<file path="src/rtl/msi_pkg.sv">
// Package: shared encodings for the MSI cache controller.
// Assumes: line states and bus commands fit in two bits each.
package msi_pkg;
    typedef enum logic [1:0] {
        LS_INV = 2'b00,
        LS_SHR = 2'b01,
        LS_MOD = 2'b11
    } line_st_e;

    typedef enum logic [1:0] {
        BUS_IDLE = 2'd0,
        BUS_RD   = 2'd1,
        BUS_RDX  = 2'd2,
        BUS_WB   = 2'd3
    } bus_op_e;

    typedef enum logic [1:0] {
        PH_IDLE = 2'd0,
        PH_WB   = 2'd1,
        PH_FILL = 2'd2
    } phase_e;
endpackage

</file>
<file path="src/rtl/msi_line_store.sv">
// Module: tag, state and data storage for a direct-mapped set of lines.
// Two combinational read ports (processor side, snoop side) and four
// write sources. When several hit the same line in one cycle, the later
// one in this order wins: snoop state update, processor data write,
// invalidate after write-back, fill.
// Assumes: the write sources are qualified by the caller.
module msi_line_store
    import msi_pkg::*;
#(
    parameter int IDX_W  = 2,
    parameter int TAG_W  = 6,
    parameter int DATA_W = 16
) (
    input  logic              clk,
    input  logic              rst_n,
    input  logic [IDX_W-1:0]  a_idx,
    output line_st_e          a_st,
    output logic [TAG_W-1:0]  a_tag,
    output logic [DATA_W-1:0] a_dat,
    input  logic [IDX_W-1:0]  b_idx,
    output line_st_e          b_st,
    output logic [TAG_W-1:0]  b_tag,
    output logic [DATA_W-1:0] b_dat,
    input  logic              snp_we,
    input  logic [IDX_W-1:0]  snp_idx,
    input  line_st_e          snp_st,
    input  logic              cpu_we,
    input  logic [IDX_W-1:0]  cpu_idx,
    input  logic [DATA_W-1:0] cpu_dat,
    input  logic              inv_we,
    input  logic [IDX_W-1:0]  inv_idx,
    input  logic              fill_we,
    input  logic [IDX_W-1:0]  fill_idx,
    input  logic [TAG_W-1:0]  fill_tag,
    input  logic [DATA_W-1:0] fill_dat,
    input  line_st_e          fill_st,
    output logic [2*(1<<IDX_W)-1:0] st_vec
);
    localparam int LINES = 1 << IDX_W;

    line_st_e          st_arr  [LINES];
    logic [TAG_W-1:0]  tag_arr [LINES];
    logic [DATA_W-1:0] dat_arr [LINES];

    for (genvar g = 0; g < LINES; g++) begin : g_line
        line_st_e          st_q;
        logic [TAG_W-1:0]  tag_q;
        logic [DATA_W-1:0] dat_q;

        // Per-line register update with fixed write-source priority.
        always_ff @(posedge clk) begin
            if (!rst_n) begin
                st_q  <= LS_INV;
                tag_q <= '0;
                dat_q <= '0;
            end else begin
                if (snp_we && snp_idx == IDX_W'(g))
                    st_q <= snp_st;
                if (cpu_we && cpu_idx == IDX_W'(g))
                    dat_q <= cpu_dat;
                if (inv_we && inv_idx == IDX_W'(g))
                    st_q <= LS_INV;
                if (fill_we && fill_idx == IDX_W'(g)) begin
                    st_q  <= fill_st;
                    tag_q <= fill_tag;
                    dat_q <= fill_dat;
                end
            end
        end

        assign st_arr[g]  = st_q;
        assign tag_arr[g] = tag_q;
        assign dat_arr[g] = dat_q;
        assign st_vec[2*g +: 2] = st_q;
    end

    assign a_st  = st_arr[a_idx];
    assign a_tag = tag_arr[a_idx];
    assign a_dat = dat_arr[a_idx];
    assign b_st  = st_arr[b_idx];
    assign b_tag = tag_arr[b_idx];
    assign b_dat = dat_arr[b_idx];
endmodule

</file>
<file path="src/rtl/msi_snoop_unit.sv">
// Module: decodes one snooped bus command against the addressed line.
// Produces the flush response in the same cycle and the state update
// that the line store applies at the next edge.
// Assumes: the caller presents the line selected by the snoop index.
module msi_snoop_unit
    import msi_pkg::*;
#(
    parameter int TAG_W  = 6,
    parameter int DATA_W = 16
) (
    input  logic              snp_valid,
    input  bus_op_e           snp_op,
    input  logic [TAG_W-1:0]  snp_tag,
    input  line_st_e          l_st,
    input  logic [TAG_W-1:0]  l_tag,
    input  logic [DATA_W-1:0] l_dat,
    output logic              flush,
    output logic [DATA_W-1:0] flush_dat,
    output logic              upd_we,
    output line_st_e          upd_st
);
    logic hit;

    // Snoop response and next-state decode.
    always_comb begin
        hit       = snp_valid && (l_st != LS_INV) && (l_tag == snp_tag);
        flush     = hit && (l_st == LS_MOD) && (snp_op == BUS_RD || snp_op == BUS_RDX);
        flush_dat = flush ? l_dat : '0;
        upd_we    = hit && ((snp_op == BUS_RDX) || (snp_op == BUS_RD && l_st == LS_MOD));
        upd_st    = (snp_op == BUS_RDX) ? LS_INV : LS_SHR;
    end
endmodule

</file>
<file path="src/rtl/msi_req_fsm.sv">
// Module: processor-side controller. It decides hit or miss, runs the
// write-back and fill transactions through request/grant/done, and
// drives the line-store writes for local writes, invalidation after
// write-back, and fills.
// Assumes: the processor holds cpu_req and its fields until cpu_ready;
// the bus shows no foreign snoop during this controller's granted cycle.
module msi_req_fsm
    import msi_pkg::*;
#(
    parameter int ADDR_W = 8,
    parameter int IDX_W  = 2,
    parameter int DATA_W = 16
) (
    input  logic               clk,
    input  logic               rst_n,
    input  logic               cpu_req,
    input  logic               cpu_we,
    input  logic [ADDR_W-1:0]  cpu_addr,
    input  logic [DATA_W-1:0]  cpu_wdata,
    output logic [DATA_W-1:0]  cpu_rdata,
    output logic               cpu_ready,
    input  logic               snp_valid,
    output logic [IDX_W-1:0]   look_idx,
    input  line_st_e           l_st,
    input  logic [ADDR_W-IDX_W-1:0] l_tag,
    input  logic [DATA_W-1:0]  l_dat,
    output logic               bus_req,
    input  logic               bus_gnt,
    output bus_op_e            bus_cmd,
    output logic [ADDR_W-1:0]  bus_addr,
    output logic [DATA_W-1:0]  bus_wdata,
    input  logic               bus_done,
    input  logic [DATA_W-1:0]  bus_rdata,
    output logic               wr_we,
    output logic [IDX_W-1:0]   wr_idx,
    output logic [DATA_W-1:0]  wr_dat,
    output logic               inv_we,
    output logic               fill_we,
    output logic [IDX_W-1:0]   op_idx,
    output logic [ADDR_W-IDX_W-1:0] fill_tag,
    output logic [DATA_W-1:0]  fill_dat,
    output line_st_e           fill_st
);
    localparam int TAG_W = ADDR_W - IDX_W;

    phase_e            phase_q;
    bus_op_e           op_q;
    logic [ADDR_W-1:0] op_addr_q;

    logic [IDX_W-1:0] cpu_idx;
    logic [TAG_W-1:0] cpu_tag;
    logic tag_hit, can_do, take, need_wb, granted, finish;

    // Hit/miss decision and bus drive.
    always_comb begin
        cpu_idx   = cpu_addr[IDX_W-1:0];
        cpu_tag   = cpu_addr[ADDR_W-1:IDX_W];
        look_idx  = (phase_q == PH_IDLE) ? cpu_idx : op_addr_q[IDX_W-1:0];
        tag_hit   = (l_st != LS_INV) && (l_tag == cpu_tag);
        can_do    = cpu_we ? (tag_hit && l_st == LS_MOD) : tag_hit;
        take      = (phase_q == PH_IDLE) && cpu_req && !snp_valid;
        need_wb   = (l_st == LS_MOD) && !tag_hit;
        cpu_ready = take && can_do;
        cpu_rdata = (cpu_ready && !cpu_we) ? l_dat : '0;
        bus_req   = (phase_q != PH_IDLE);
        granted   = bus_req && bus_gnt;
        bus_cmd   = granted ? op_q : BUS_IDLE;
        bus_addr  = granted ? op_addr_q : '0;
        bus_wdata = (granted && op_q == BUS_WB) ? l_dat : '0;
        finish    = granted && bus_done;
        wr_we     = cpu_ready && cpu_we;
        wr_idx    = cpu_idx;
        wr_dat    = cpu_wdata;
        inv_we    = finish && (phase_q == PH_WB);
        fill_we   = finish && (phase_q == PH_FILL);
        op_idx    = op_addr_q[IDX_W-1:0];
        fill_tag  = op_addr_q[ADDR_W-1:IDX_W];
        fill_dat  = bus_rdata;
        fill_st   = (op_q == BUS_RDX) ? LS_MOD : LS_SHR;
    end

    // Transaction sequencing: start on a miss, return to idle when done.
    always_ff @(posedge clk) begin
        if (!rst_n) begin
            phase_q   <= PH_IDLE;
            op_q      <= BUS_IDLE;
            op_addr_q <= '0;
        end else begin
            case (phase_q)
                PH_IDLE: begin
                    if (take && !can_do) begin
                        if (need_wb) begin
                            phase_q   <= PH_WB;
                            op_q      <= BUS_WB;
                            op_addr_q <= {l_tag, cpu_idx};
                        end else begin
                            phase_q   <= PH_FILL;
                            op_q      <= cpu_we ? BUS_RDX : BUS_RD;
                            op_addr_q <= cpu_addr;
                        end
                    end
                end
                default: begin
                    if (finish)
                        phase_q <= PH_IDLE;
                end
            endcase
        end
    end

    // a pending transaction is held until grant and done coincide.
    p_req_held_r11: assert property (@(posedge clk) disable iff (!rst_n)
        (bus_req && !(bus_gnt && bus_done)) |=> bus_req);

    // the processor is never released while the bus is in use.
    p_ready_not_busy_r11: assert property (@(posedge clk) disable iff (!rst_n)
        bus_req |-> !cpu_ready);

    // a snoop takes the cycle; the processor waits.
    p_snoop_first_r12: assert property (@(posedge clk) disable iff (!rst_n)
        snp_valid |-> !cpu_ready);

    // a fetch never goes out while a dirty foreign line still sits in the slot.
    p_no_dirty_victim_r9: assert property (@(posedge clk) disable iff (!rst_n)
        (bus_req && bus_gnt && op_q != BUS_WB)
            |-> !(l_st == LS_MOD && l_tag != op_addr_q[ADDR_W-1:IDX_W]));
endmodule

</file>
<file path="src/rtl/msi_cache_ctrl.sv">
// Module: top of the MSI snooping cache controller. Wires the line store,
// the snoop decoder and the processor-side controller together.
// Assumes: one word per line; index = low IDX_W address bits.
module msi_cache_ctrl
    import msi_pkg::*;
#(
    parameter int ADDR_W = 8,
    parameter int DATA_W = 16,
    parameter int IDX_W  = 2
) (
    input  logic              clk,
    input  logic              rst_n,
    input  logic              cpu_req,
    input  logic              cpu_we,
    input  logic [ADDR_W-1:0] cpu_addr,
    input  logic [DATA_W-1:0] cpu_wdata,
    output logic [DATA_W-1:0] cpu_rdata,
    output logic              cpu_ready,
    output logic              bus_req,
    input  logic              bus_gnt,
    output logic [1:0]        bus_cmd,
    output logic [ADDR_W-1:0] bus_addr,
    output logic [DATA_W-1:0] bus_wdata,
    input  logic              bus_done,
    input  logic [DATA_W-1:0] bus_rdata,
    input  logic              snp_valid,
    input  logic [1:0]        snp_cmd,
    input  logic [ADDR_W-1:0] snp_addr,
    output logic              snp_flush,
    output logic [DATA_W-1:0] snp_data
);
    localparam int TAG_W = ADDR_W - IDX_W;
    localparam int LINES = 1 << IDX_W;

    logic [IDX_W-1:0]  look_idx, wr_idx, op_idx, s_idx;
    line_st_e          a_st, b_st, upd_st, fill_st;
    logic [TAG_W-1:0]  a_tag, b_tag, fill_tag, s_tag;
    logic [DATA_W-1:0] a_dat, b_dat, wr_dat, fill_dat;
    logic              upd_we, wr_we, inv_we, fill_we;
    bus_op_e           cmd_e;
    logic [2*LINES-1:0] st_vec;

    assign s_idx   = snp_addr[IDX_W-1:0];
    assign s_tag   = snp_addr[ADDR_W-1:IDX_W];
    assign bus_cmd = cmd_e;

    msi_line_store #(.IDX_W(IDX_W), .TAG_W(TAG_W), .DATA_W(DATA_W)) u_store (
        .clk(clk), .rst_n(rst_n),
        .a_idx(look_idx), .a_st(a_st), .a_tag(a_tag), .a_dat(a_dat),
        .b_idx(s_idx), .b_st(b_st), .b_tag(b_tag), .b_dat(b_dat),
        .snp_we(upd_we), .snp_idx(s_idx), .snp_st(upd_st),
        .cpu_we(wr_we), .cpu_idx(wr_idx), .cpu_dat(wr_dat),
        .inv_we(inv_we), .inv_idx(op_idx),
        .fill_we(fill_we), .fill_idx(op_idx), .fill_tag(fill_tag),
        .fill_dat(fill_dat), .fill_st(fill_st),
        .st_vec(st_vec)
    );

    msi_snoop_unit #(.TAG_W(TAG_W), .DATA_W(DATA_W)) u_snoop (
        .snp_valid(snp_valid), .snp_op(bus_op_e'(snp_cmd)), .snp_tag(s_tag),
        .l_st(b_st), .l_tag(b_tag), .l_dat(b_dat),
        .flush(snp_flush), .flush_dat(snp_data),
        .upd_we(upd_we), .upd_st(upd_st)
    );

    msi_req_fsm #(.ADDR_W(ADDR_W), .IDX_W(IDX_W), .DATA_W(DATA_W)) u_fsm (
        .clk(clk), .rst_n(rst_n),
        .cpu_req(cpu_req), .cpu_we(cpu_we), .cpu_addr(cpu_addr),
        .cpu_wdata(cpu_wdata), .cpu_rdata(cpu_rdata), .cpu_ready(cpu_ready),
        .snp_valid(snp_valid), .look_idx(look_idx),
        .l_st(a_st), .l_tag(a_tag), .l_dat(a_dat),
        .bus_req(bus_req), .bus_gnt(bus_gnt), .bus_cmd(cmd_e),
        .bus_addr(bus_addr), .bus_wdata(bus_wdata), .bus_done(bus_done),
        .bus_rdata(bus_rdata),
        .wr_we(wr_we), .wr_idx(wr_idx), .wr_dat(wr_dat),
        .inv_we(inv_we), .fill_we(fill_we), .op_idx(op_idx),
        .fill_tag(fill_tag), .fill_dat(fill_dat), .fill_st(fill_st)
    );

    // Snoop outcome tracking for the state checks one cycle later.
    logic [IDX_W-1:0] sidx_q;
    logic             chk_shr_q, chk_inv_q;
    logic             slot_busy;
    assign slot_busy = (fill_we || inv_we) && (op_idx == s_idx);

    // Record which snooped slot must have moved, and to which state.
    always_ff @(posedge clk) begin
        if (!rst_n) begin
            sidx_q    <= '0;
            chk_shr_q <= 1'b0;
            chk_inv_q <= 1'b0;
        end else begin
            sidx_q    <= s_idx;
            chk_shr_q <= snp_flush && (snp_cmd == 2'd1) && !slot_busy;
            chk_inv_q <= upd_we && (snp_cmd == 2'd2) && !fill_we;
        end
    end

    // a flushed line after a snooped read is left Shared.
    p_snoop_rd_to_shr_r6: assert property (@(posedge clk) disable iff (!rst_n)
        chk_shr_q |-> (st_vec[sidx_q*2 +: 2] == 2'b01));

    // a line matched by a snooped read-exclusive ends Invalid.
    p_snoop_rdx_inv_r7: assert property (@(posedge clk) disable iff (!rst_n)
        chk_inv_q |-> (st_vec[sidx_q*2 +: 2] == 2'b00));

    // a snooped write-back never draws a flush.
    p_snoop_wb_quiet_r8: assert property (@(posedge clk) disable iff (!rst_n)
        (snp_valid && snp_cmd == 2'd3) |-> !snp_flush);
endmodule

</file>
<file path="config.mk">
export PLATFORM = sky130hd
export DESIGN_NAME = msi_cache_ctrl
export DESIGN_NICKNAME = d
export VERILOG_FILES = /design/src/rtl/msi_pkg.sv /design/src/rtl/msi_line_store.sv /design/src/rtl/msi_snoop_unit.sv /design/src/rtl/msi_req_fsm.sv /design/src/rtl/msi_cache_ctrl.sv
export SDC_FILE = /design/constraint.sdc
export NUM_CORES = 1
export LEC_CHECK = 0
export ABC_AREA = 1
export BUFFER_PORTS_ARGS = -buffer_cell sky130_fd_sc_hd__buf_2
export CORE_MARGIN = 2
export CORE_UTILIZATION = 35
export CTS_CLUSTER_SIZE = 16
export DETAILED_ROUTE_END_ITERATION = 10
export GPL_ROUTABILITY_DRIVEN = 0
export REMOVE_ABC_BUFFERS = 1
export SLEW_MARGIN = 20
export SYNTH_ARGS = -nofsm -noshare
export SYNTH_HDL_FRONTEND = slang
export SYNTH_HIERARCHICAL = 1
export SYNTH_SLANG_ARGS = --single-unit
</file>
<file path="constraint.sdc">
create_clock -name clk -period 4.3 [get_ports clk]
set_clock_uncertainty 0.15 [all_clocks]
set_input_delay 0.86 -clock clk [delete_from_list [all_inputs] [get_ports clk]]
set_output_delay 0.86 -clock clk [all_outputs]
set_load 0.005 [all_outputs]
</file>
# ---- Word-level counts from Yosys, hierarchy flattened
# Cells that the tools add are included.
dict set report word_totals {
  register_bits 108
  wordCells 153
  input_bits 57
  out_inout_bits 61
}
dict set report classes {
  reduce_logical 60
  n_mux 54
  n_eq_ne 20
  n_lt_le_gt_ge 2
  bitwise 2
}
# operator count
set ops {}
lappend ops {{$mux W16} 15}
lappend ops {{$bmux W16 S2} 2}
lappend ops {{$mux W2} 25}
lappend ops {{$logic_and A1 B1 Y1} 36}
lappend ops {{$bmux W6 S2} 2}
lappend ops {{$eq A2 B2 Y1 const B} 12}
lappend ops {{$mux W6} 4}
lappend ops {{$mux W8} 2}
lappend ops {{$reduce_bool A2 Y1} 8}
lappend ops {{$eq A6 B6 Y1} 2}
lappend ops {{$reduce_bool A3 Y1} 4}
lappend ops {{$eq A2 B1 Y1 const B} 5}
lappend ops {{$bmux W2 S2} 2}
lappend ops {{$logic_not A2 Y1} 4}
lappend ops {{$ge A3 B3 Y1 const B} 2}
lappend ops {{$not A2 Y3} 2}
lappend ops {{$logic_not A1 Y1} 4}
lappend ops {{$reduce_and A2 Y1} 2}
lappend ops {{$logic_or A1 B1 Y1} 2}
lappend ops {{$mux W1} 2}
lappend ops {{$ne A2 B2 Y1 const B} 1}

# ---- Longest topological paths before layout
# Gate-level depths: netlist of the first run.
dict set report logic_depth {
  word_depth 15
  mapped_depth 22
  ltp_nobuf 20
}

# ---- Modules after synthesis
# Netlist of the first run, hierarchy kept.
# module cells_each area_each_um2 n_inst
set modules_own_cells {}
lappend modules_own_cells {msi_line_store 946 5834.3 1}
lappend modules_own_cells {msi_req_fsm 251 1432.6 1}
lappend modules_own_cells {msi_snoop_unit 67 355.3 1}

# ---- Least setup slack after synthesis of the first run
# No wires, ideal clock.
dict set report synth_timing {
  path_kind {input-to-output}
  startpoint {in cpu_addr[0]}
  endpoint {out cpu_rdata[11]}
  slack_ps 637
  arrival_time_ps 2653
  cell_stages 16
  path_cell_list {nand2_1 o21ai_0 inv_1 clkbuf_1 buf_2 a21oi_1 a21oi_1 inv_1 nand2_1 nand3_1 nor2_2 nand4_2 nor2_4 nand2_4 buf_12 nor2_2}
}
dict set report synth_via {
  elab_chain_cells 12
}
# element line
set synth_lines {}
lappend synth_lines {{start: declaration} msi_cache_ctrl.sv:15} ;# input logic [ADDR_W-1:0] cpu_addr,
lappend synth_lines {{$mux W2 (*)} msi_req_fsm.sv:58} ;# look_idx = (phase_q == PH_IDLE) ? cpu_idx : op_addr_q[IDX_W-1:0];
lappend synth_lines {{via look_idx[0]} msi_cache_ctrl.sv:35} ;# logic [IDX_W-1:0] look_idx, wr_idx, op_idx, s_idx;
lappend synth_lines {{$not A2 Y3 (not written as such) (*)} msi_line_store.sv:77} ;# assign a_st = st_arr[a_idx];
lappend synth_lines {{$bmux W2 S2 (*)} msi_line_store.sv:77}
lappend synth_lines {{$mux W2 (not written as such) (*) (2 in a row)} msi_line_store.sv:77}
lappend synth_lines {{via a_st[1]} msi_cache_ctrl.sv:36} ;# line_st_e a_st, b_st, upd_st, fill_st;
lappend synth_lines {{$reduce_bool A2 Y1} msi_req_fsm.sv:59} ;# tag_hit = (l_st != LS_INV) && (l_tag == cpu_tag);
lappend synth_lines {{$logic_and A1 B1 Y1} msi_req_fsm.sv:59}
lappend synth_lines {{$logic_and A1 B1 Y1} msi_req_fsm.sv:60} ;# can_do = cpu_we ? (tag_hit && l_st == LS_MOD) : tag_hit;
lappend synth_lines {{$mux W1 (*)} msi_req_fsm.sv:60}
lappend synth_lines {{$logic_and A1 B1 Y1 (*)} msi_req_fsm.sv:63} ;# cpu_ready = take && can_do;
lappend synth_lines {{via cpu_ready} msi_cache_ctrl.sv:18} ;# output logic cpu_ready,
lappend synth_lines {{$logic_and A1 B1 Y1 (*)} msi_req_fsm.sv:64} ;# cpu_rdata = (cpu_ready && !cpu_we) ? l_dat : '0;
lappend synth_lines {{$mux W16 (*)} msi_req_fsm.sv:64}
lappend synth_lines {{end: declaration} msi_cache_ctrl.sv:17} ;# output logic [DATA_W-1:0] cpu_rdata,
# Mark *: on every way through the listed nets, which the timed path passes. The rest lies on a longest branch. The select of a mux whose other input is x is not followed.

# ---- Final worst setup path of the first run
dict set report layout_timing {
  startpoint {reg u_fsm.phase_q[1]}
  endpoint {out cpu_rdata[3]}
}
dict set report layout_via {
  elab_chain_cells 13
}
# element line
set layout_lines {}
lappend layout_lines {{start: declaration} msi_req_fsm.sv:46} ;# phase_e phase_q;
lappend layout_lines {{start signal: assignment} msi_req_fsm.sv:85} ;# phase_q <= PH_IDLE;
lappend layout_lines {{start signal: assignment} msi_req_fsm.sv:93} ;# phase_q <= PH_WB;
lappend layout_lines {{start signal: assignment} msi_req_fsm.sv:97} ;# phase_q <= PH_FILL;
lappend layout_lines {{$logic_not A2 Y1 (*)} msi_req_fsm.sv:58}
lappend layout_lines {{$mux W2 (*)} msi_req_fsm.sv:58}
lappend layout_lines {{via look_idx[0]} msi_cache_ctrl.sv:35}
lappend layout_lines {{$not A2 Y3 (not written as such) (*)} msi_line_store.sv:78} ;# assign a_tag = tag_arr[a_idx];
lappend layout_lines {{$bmux W6 S2 (*)} msi_line_store.sv:78}
lappend layout_lines {{$mux W6 (not written as such) (*) (2 in a row)} msi_line_store.sv:78}
lappend layout_lines {{via a_tag[2]} msi_cache_ctrl.sv:37} ;# logic [TAG_W-1:0] a_tag, b_tag, fill_tag, s_tag;
lappend layout_lines {{$eq A6 B6 Y1 (*)} msi_req_fsm.sv:59}
lappend layout_lines {{$logic_and A1 B1 Y1 (*)} msi_req_fsm.sv:59}
lappend layout_lines {{$logic_and A1 B1 Y1} msi_req_fsm.sv:60}
lappend layout_lines {{$mux W1 (*)} msi_req_fsm.sv:60}
lappend layout_lines {{$logic_and A1 B1 Y1 (*)} msi_req_fsm.sv:63}
lappend layout_lines {{$logic_and A1 B1 Y1 (*)} msi_req_fsm.sv:64}
lappend layout_lines {{$mux W16 (*)} msi_req_fsm.sv:64}
# Marked as above.

==> results.ini, run 1 <==
[floorplanning]
fp.dieW_um = 152
fp.dieH_um = 152
num_rows = 53
die_area_mm2 = 0.0230
start_util_pct = 35.9
coreArea_mm2 = 0.0212
io_pins = 118

[timing]
worst_pin_slew_ns = 0.998
period_share_pct = 94.6
whs_ns = 0.326
final_hold_viol_count = 0
slew_violations = 0
fin_crit_ns = 4.07
relSlewSlack_pct = 33.5
fmax_mhz = 246
setup_viol = 0
fin_tns_setup_ns = 0

[yosys]
synth_cells = 1264
synth_xor_area_share_pct = 0.460
synth_adder_area_share_pct = 0.328
yosysSeqAreaShare_pct = 28.4
synth_top_family_by_area = simple AND/OR/NAND/NOR gates
synth_compound_area_share_pct = 17.6
synth_area_per_cell_um2 = 6.03
ys_seq_elements = 108
synthMuxAreaShare_pct = 0
yosys_warnings = 6
yosysUniqueCellTypes = 36
netlist_area_mm2 = 0.00762
synthSimpleGateAreaFrac_pct = 36.9

[worst_hold_path]
min_path_cells = 2
hold_path_class = flip-flop to flip-flop

[finish]
diodes = 0
fin_nets = 1381
instances_no_fill = 1602
area_delta_synth_final_pct = 13.1
drive_above_1_share_pct = 18.2

[clocking]
clockRootBuffer = clkbuf_16
clock_latency_ns = 0.37
clock-sinks = 108
htreeDepth = 3
cts_hold_buffers = 0
cts_tree = built
clk_pin_slew_ns = 0.07
cts_buffers = 9
clockBufferDepth = 2

[grt]
grt_max_degree = 49
antenna_found_initial = 0
track_usage_pct = 23.0
overflow = 0
grt_pass1_vias = 7579
grt_pass1_wl_um = 40800

[setup_path]
setup.worst_path.start = u_fsm/phase_q[1]$_SDFFE_PN0P_
rrSetupSlack_ns = 0.70
startpoint_type = flip-flop
reg2reg_from = u_fsm/phase_q[1]$_SDFFE_PN0P_
setup.worst_path.end_class = output pin
worstPathRequired_ns = 3.29
rr_endpoint = u_store/g_line[3].dat_q[6]$_SDFFE_PN0P_
cp.arrival_ns = 3.06
crit_end = cpu_rdata[3]
r2r_cells = 19
critical_path_peak_fanout = 11
crit_type = flip-flop to output pin

[power_and_ir_drop]
power.total_mw = 2.70
power_density_mw_per_mm2 = 313
ir_drop_v = 0.000197
power.leakage_nw = 3.79

[routing]
vias_per_cell = 5.21
initialDrtViolationCount = 698
drt_wl_total_um = 26600
routedWlPerCell_um = 16.6
vias = 8351
antenna_left = 0
dr.pass1.iters = 6
drc = 0

[placement]
place_hpwl_um = 17600
port_buffers = 117
dpl.cell_count = 1574

[run]
cap_violations = 0

[run_status]
status = complete, no violations

==> cell type report <==
type,count,area [um2]
inverters,143,547
clock buffers,11,253
fillers,2389,12600
flip-flops and latches,108,2160
clock inverters,5,63.8
multi-input cells,903,4330
well taps,275,344
repair buffers,157,922
==> metrics by stage <==
stage	cell area, um2	setup WS [ns]	util, %
after floorplan	6930	-2.48	-
after global placement	8090	0.217	38.1
after detailed placement	8090	0.127	38.1
after CTS	8410	0.100	39.6
after global routing	8620	-0.00264	40.6
final	8620	0.234	40.6
==> state kept, by name (all words and copies together) (netlist names) <==
signal and count:
u_store/g_line.dat_q 64, u_store/g_line.tag_q 24, u_fsm/op_addr_q 8, u_store/g_line.st_q 8, u_fsm/op_q 2, u_fsm/phase_q 2
==> critical path, cell delays in order (launching register included) <==
cell	delay [ns]
dfxtp_1	0.33
inv_1	0.09
nand2_4	0.11
clkinvlp_4	0.18
o21ai_4	0.24
buf_8	0.16
buf_12	0.11
o21ai_0	0.07
o22ai_1	0.21
inv_1	0.08
nand2_1	0.06
nand2_1	0.08
nor2_4	0.16
nand4_4	0.14
nor2_4	0.16
buf_12	0.15
nand2_8	0.12
nor2_1	0.11
buf_2	0.11
==> repair_timing <==
item,4_1_cts,5_1_grt
endpoints found under the hold margin,0,0
endpoints found under the setup margin,16,16
gates cloned,0,1
pin swaps,0,6
resized for setup,1,25
setup buffers,0,11
==> per-layer routing <==
layer	GRT usage, %	vias up	share of wire [%]
met5	0	-	0
met2	38.1	402	44
met4	6.44	0	2.5
li1	-	4147	-
met1	30.9	3758	44
met3	4.10	44	8.6
==> where the power goes <==
| part | internal (mW) | leakage, nW | total, mW | switching, mW |
|---|---|---|---|---|
| Sequential | 1.02 | 0.872 | 1.04 | 0.0180 |
| Clock | 0.492 | 0.158 | 0.912 | 0.420 |
| Combinational | 0.246 | 2.76 | 0.752 | 0.506 |
==> cell usage after synthesis (all sizes together) <==
library cell,count,area share (%)
and3,1,0.099
ha,2,0.33
nand4,24,2.1
buf,74,7.2
conb,2,0.099
o21ai,119,7.8
nor2,225,12
xor2,1,0.11
nand3,114,8.1
o22ai,46,3.8
inv,143,7.1
dfxtp,108,28
o21a,1,0.099
clkbuf,37,1.9
nor3,2,0.28
a21boi,1,0.099
xnor2,3,0.34
nand2,272,14
a21oi,89,5.8
==> kinds of logic after synthesis <==
logic type / Yosys count
other cells: 2
buf+inv: 254
fa+ha+maj: 2
xor+xnor: 4
simple gates: 638
compound gates: 256
flops: 108
==> how the worst min path moves through the flow <==
stage	from	endpoint
after detailed placement	u_store/g_line[2].tag_q[4]$_SDFFE_PN0P_	u_store/g_line[2].tag_q[4]$_SDFFE_PN0P_
after floorplan	u_store/g_line[2].tag_q[0]$_SDFFE_PN0P_	u_store/g_line[2].tag_q[0]$_SDFFE_PN0P_
after CTS	u_store/g_line[2].tag_q[4]$_SDFFE_PN0P_	u_store/g_line[2].tag_q[4]$_SDFFE_PN0P_
final	u_store/g_line[2].tag_q[4]$_SDFFE_PN0P_	u_store/g_line[2].tag_q[4]$_SDFFE_PN0P_
after global routing	u_store/g_line[1].dat_q[4]$_SDFFE_PN0P_	u_store/g_line[1].dat_q[4]$_SDFFE_PN0P_
after global placement	u_store/g_line[2].tag_q[4]$_SDFFE_PN0P_	u_store/g_line[2].tag_q[4]$_SDFFE_PN0P_
==> layout by cell type, fill, tap and decap left out, types with 36 or more instances in the layout <==
cell type | Yosys | final
nand2_1 | 262 | 261
nor2_1 | 198 | 195
inv_1 | 134 | 131
buf_2 | 17 | 117
o21ai_0 | 117 | 110
nand3_1 | 109 | 109
dfxtp_1 | 108 | 108
a21oi_1 | 89 | 88
o22ai_1 | 46 | 44
buf_4 | 47 | 36
Note: power is estimated with default switching activity, not from simulation.
==> run 2: changes to the inputs <==
--- a/config.mk
+++ b/config.mk
@@ -9,6 +9,7 @@
 export BUFFER_PORTS_ARGS = -buffer_cell sky130_fd_sc_hd__buf_2
 export CORE_MARGIN = 2
 export CORE_UTILIZATION = 35
+export CTS_BUF_LIST = sky130_fd_sc_hd__clkbuf_4 sky130_fd_sc_hd__clkbuf_8
 export CTS_CLUSTER_SIZE = 16
 export DETAILED_ROUTE_END_ITERATION = 10
 export GPL_ROUTABILITY_DRIVEN = 0
==> constraint.sdc (replaced) <==
create_clock -name clk -period 3.9 [get_ports clk]
set_clock_uncertainty 0.15 [all_clocks]
set_input_delay 0.78 -clock clk [delete_from_list [all_inputs] [get_ports clk]]
set_output_delay 0.78 -clock clk [all_outputs]
set_load 0.005 [all_outputs]
==> run 2 against run 1 <==
Against the previous run:
- the flow now finishes with violations (negative setup slack)
- register-to-register slack got worse by 0.36 ns
- count of clock-buffer cells in the layout did not move
- clock power fell by 10%
- first-iteration DRC count rose by 33%
- via count rose by 2.6%
- cell area rose by 2.9%
- largest power group unchanged
- die area did not move
- core utilization rose by 1.2 points
- non-clock buffer count rose by 24
- total power rose by 7.4%
==> results.ini, run 2 (synthesis results as in run 1) <==
[grt]
grt_pass1_vias = 7542
antenna_found_initial = 1
grt_pass1_wl_um = 41700
track_usage_pct = 23.7
overflow = 0
grt_max_degree = 45

[setup_path]
critical_path_peak_fanout = 7
setup.worst_path.end_class = output pin
reg2reg_from = u_fsm/phase_q[1]$_SDFFE_PN0P_
crit_type = flip-flop to output pin
startpoint_type = flip-flop
worstPathRequired_ns = 2.97
setup.worst_path.start = u_fsm/phase_q[1]$_SDFFE_PN0P_
cp.arrival_ns = 3.00

[routing]
vias_per_cell = 5.27
drc = 0
vias = 8570
antenna_left = 0
drt_wl_total_um = 27300
dr.pass1.iters = 6
initialDrtViolationCount = 925
routedWlPerCell_um = 16.8

[run]
cap_violations = 0

[finish]
drive_above_1_share_pct = 20.9
reg.largest.list = u_store/g_line.dat_q (64), u_store/g_line.tag_q (24)
fin_area_mm2 = 0.00887
regMostFlops = u_store/g_line.dat_q
fin_nets = 1404
largest_reg_flops = 64
area_delta_synth_final_pct = 16.4
final_cell_mix = nand2_1, nor2_1, inv_1
instances_no_fill = 1626
post-route-util_pct = 41.8
layout_commonest_cell = nand2_1

[floorplanning]
fp.dieH_um = 152
die_area_mm2 = 0.0230
io_pins = 118
fp.dieW_um = 152
num_rows = 53
start_util_pct = 35.9
coreArea_mm2 = 0.0212

[run_status]
status = finished with violations
failed_checks = negative setup slack

[clocking]
htreeDepth = 3
clock_latency_ns = 0.40
clk_pin_slew_ns = 0.11
cts_buffers = 9
clock-sinks = 108
cts_tree = built
clockBufferDepth = 2
clockRootBuffer = clkbuf_8

[timing]
fin_tns_setup_ns = -0.324
fin_crit_ns = 3.93
whs_ns = 0.329
fmax_mhz = 254
worst_pin_slew_ns = 0.733
fin_ws_ns = -0.0345
setup_viol = 14
final_hold_viol_count = 0
slew_violations = 0
period_share_pct = 101
relSlewSlack_pct = 51.1
rsz0062_at_grt = yes

[power_and_ir_drop]
power.total_mw = 2.90
ir_drop_v = 0.000216
power_density_mw_per_mm2 = 327
power.leakage_nw = 3.93

[placement]
dpl.cell_count = 1587
place_area_mm2 = 0.00822
place_hpwl_um = 17700
dpl_worst_slack_ns = 0.105
port_buffers = 117

[worst_hold_path]
hold_path_class = flip-flop to flip-flop
min_from = u_store/g_line[2].tag_q[0]$_SDFFE_PN0P_

==> run 2: cell count changes in the layout (fill, tap and decap cells not counted), moves of 4 or more <==
cell       before  now
clkbuf_8        2   10
o22ai_1        44   40
clkbuf_16       9    0
buf_4          36   53
nor2_4          6   15
buf_6           1    5
nor2_1        195  187
o22ai_2         2    6
==> run 2: routing by layer <==
metal | global-route usage, % | part of all wire [%] | wire (um)
met1 | 31.6 | 43 | 11900
met3 | 5.06 | 9.2 | 2510
met4 | 6.85 | 2.4 | 658
met2 | 38.6 | 45 | 12200
met5 | 0 | 0 | 0
==> run 2: timing repair <==
item,CTS,global route
gates cloned,3,0
hold buffers,0,0
buffers inserted,14,5
gates resized for setup,22,36
setup endpoints to repair,16,17
pin swaps,8,13
==> run 2: final timing paths <==
check                                                                to  slack [ns]  depth (start not counted)
worst max-delay path                                       cpu_rdata[6]       -0.03                         18
worst min-delay path            u_store/g_line[2].tag_q[0]$_SDFFE_PN0P_        0.33                          2
worst max register to register  u_store/g_line[1].dat_q[6]$_SDFFE_PN0P_        0.34                         23
worst min register to register  u_store/g_line[2].tag_q[0]$_SDFFE_PN0P_        0.33                          2
==> run 2: cell type report <==
cell class | instances | area (um2)
Tap cell | 275 | 344
Fill cell | 2322 | 12400
Clock inverter | 5 | 82.6
Antenna cell | 1 | 2.50
Sequential cell | 108 | 2160
Inverter | 143 | 547
Multi-Input combinational cell | 902 | 4400
Clock buffer | 11 | 145
Timing Repair Buffer | 181 | 1190
==> run 2: worst max-delay path: stages, from the launching register on <==
cell and delay, ns:
dfxtp_2 0.35, inv_2 0.06, nand2_4 0.08, clkinvlp_4 0.17, o21ai_4 0.26, clkinvlp_4 0.14, buf_6 0.14, buf_4 0.14
nor2_2 0.09, o22ai_2 0.10, nand2_1 0.08, nand2_1 0.08, nor2_4 0.16, nand4_4 0.13, nor2_4 0.13, nand2_4 0.13
buf_12 0.19, nor2_2 0.07, buf_2 0.11
==> run 2: report_power, final <==
group | total (mW) | internal (mW) | switching (mW)
logic | 0.935 | 0.332 | 0.602
clock network | 0.821 | 0.391 | 0.430
registers | 1.14 | 1.12 | 0.0213
total | 2.90 | 1.85 | 1.05
==> run 3: changes to the inputs <==
--- a/config.mk
+++ b/config.mk
@@ -13,6 +13,8 @@
 export CTS_CLUSTER_SIZE = 16
 export DETAILED_ROUTE_END_ITERATION = 10
 export GPL_ROUTABILITY_DRIVEN = 0
+export HOLD_SLACK_MARGIN = 0.08
+export MAX_ROUTING_LAYER = met4
 export REMOVE_ABC_BUFFERS = 1
 export SLEW_MARGIN = 20
 export SYNTH_ARGS = -nofsm -noshare
==> run 3 against run 2 <==
Against the previous run:
- the flow still finishes with violations (negative setup slack)
- fmax is 0.22% lower
- via count up 0.32%
- cell count unchanged
- wire length up 0.50%
- sequential power hardly changed
- count of clock-buffer cells in the layout unchanged
==> results.ini, run 3 (synthesis results as in run 1) <==
[run_status]
status = finished with violations
failed_checks = negative setup slack

[finish]
fin_area_mm2 = 0.00887
nFillCells = 2322
fin_nets = 1404
regMostFlops = u_store/g_line.dat_q
largest_reg_flops = 64
area_delta_synth_final_pct = 16.4
reg.largest.list = u_store/g_line.dat_q (64), u_store/g_line.tag_q (24)
final_cell_mix = nand2_1, nor2_1, inv_1
layout_commonest_cell = nand2_1
drive_above_1_share_pct = 20.9

[setup_path]
crit_buf_inv = 7
worstPathRequired_ns = 2.97
crit_type = flip-flop to output pin
critical_path_peak_fanout = 7
startpoint_type = flip-flop
cp_cell_sequence = inv_2, nand2_4, clkinvlp_4, o21ai_4, clkinvlp_4, buf_6, buf_4, nor2_2, o22ai_2, nand2_1, nand2_1, nor2_4, nand4_4, nor2_4, nand2_4, buf_12, nor2_2, buf_2
crit_slowest_cell = dfxtp_2
cp_slowest_stage_delay_ns = 0.35
setup.worst_path.end_class = output pin
critPathTopFamily = buffers and inverters
cp.arrival_ns = 3.01

[routing]
initialDrtViolationCount = 884
drt_wl_total_um = 27400
drc = 0
vias_per_cell = 5.29
dr.pass1.iters = 6
routedWlPerCell_um = 16.8
antenna_left = 0
vias = 8597

[power_and_ir_drop]
power.leakage_nw = 3.93
pwr-share-comb_pct = 32.3
p_seq_share_pct = 39.5
switching_share_pct = 36.3
switchingPower_mw = 1.05
power_density_mw_per_mm2 = 327
power.total_mw = 2.90
p_int_mw = 1.85
ir_drop_v = 0.000215
p_clk_share_pct = 28.3

[timing]
period_share_pct = 101
final_hold_viol_count = 0
rsz0062_at_grt = yes
worst_pin_slew_ns = 0.747
fin_ws_ns = -0.0433
relSlewSlack_pct = 50.2
slew_violations = 0
setup_viol = 16
fin_crit_ns = 3.94
fmax_mhz = 254

[clocking]
cts_buffers = 9
cts_hold_buffers = 0
clockRootBuffer = clkbuf_8
clock_latency_ns = 0.40
htreeDepth = 3
clock-sinks = 108
cts_tree = built
clockBufferDepth = 2
clk_pin_slew_ns = 0.11

[grt]
antenna_found_initial = 1
overflow = 0
grt_pass1_vias = 7547
grt_pass1_wl_um = 41800
track_usage_pct = 24.4
grt_max_degree = 45

[floorplanning]
fp.dieW_um = 152
coreArea_mm2 = 0.0212
start_util_pct = 35.9
io_pins = 118
num_rows = 53
fp.dieH_um = 152
die_area_mm2 = 0.0230

[run]
cap_violations = 0

[placement]
place_area_mm2 = 0.00822
place_hpwl_um = 17700
port_buffers = 117

[worst_hold_path]
hold_path_class = flip-flop to flip-flop

-- run 3: through the flow --
stage	hold slack [ns]	std cells	worst slack (ns)	TNS (ns)	util, %
global placement	0.309	1587	0.177	0	38.7
global route	0.342	1626	-0.260	-3.93	41.8
floorplan	0.280	1153	-2.80	-272.81	-
finish	0.329	1626	-0.0433	-0.442	41.8
detailed placement	0.310	1587	0.105	0	38.7
CTS	0.330	1620	-0.0695	-0.841	41.0
-- run 3: worst paths after layout --
kind                                           startpoint                                      end  slack (ns)  cells after the start
hold reg to reg   u_store/g_line[1].dat_q[7]$_SDFFE_PN0P_  u_store/g_line[1].dat_q[7]$_SDFFE_PN0P_        0.33                      2
setup reg to reg            u_fsm/phase_q[1]$_SDFFE_PN0P_  u_store/g_line[1].dat_q[6]$_SDFFE_PN0P_        0.33                     23
hold / removal    u_store/g_line[1].dat_q[7]$_SDFFE_PN0P_  u_store/g_line[1].dat_q[7]$_SDFFE_PN0P_        0.33                      2
setup / recovery            u_fsm/phase_q[1]$_SDFFE_PN0P_                             cpu_rdata[6]       -0.04                     18
-- run 3: what timing repair did --
action	4_1_cts	5_1_grt
gates resized for setup	22	36
endpoints found under the setup margin	16	17
pin swaps	8	13
cloned	3	0
setup buffers	14	5
-- run 3: power groups by stage --
stage	Sequential (mW)	Combinational, mW	Clock (mW)
finish	1.14	0.936	0.820
detailed placement	1.17	0.758	0
floorplan	1.17	0.477	0
global placement	1.17	0.749	0
global route	1.15	1.03	0.880
CTS	1.14	0.863	0.838
-- run 3: per-layer routing --
metal	part of all wire (%)	GRT usage, %	wire, um
met5	0	-	0
met4	2.4	6.85	667
met3	9.0	4.97	2470
met2	45	38.5	12300
met1	44	31.8	12000
-- run 3: area by class of cell --
| type | instances | area (um2) | share of cell area, % |
|---|---|---|---|
| diodes | 1 | 2.50 | 0.0282 |
| clock buffers | 11 | 145 | 1.64 |
| clock inverters | 5 | 82.6 | 0.931 |
| inverters | 143 | 547 | 6.16 |
| multi-input cells | 902 | 4400 | 49.6 |
| flip-flops and latches | 108 | 2160 | 24.4 |
| well taps | 275 | 344 | 3.88 |
| repair buffers | 181 | 1190 | 13.4 |
-- run 3: worst min-delay path: cells and delay by family (launching register included) --
family / cells / cell delay, ns
AND/OR/NAND/NOR: 1 / 0.06
AO/OA/AOI/OAI: 1 / 0.05
flip-flops: 1 / 0.33
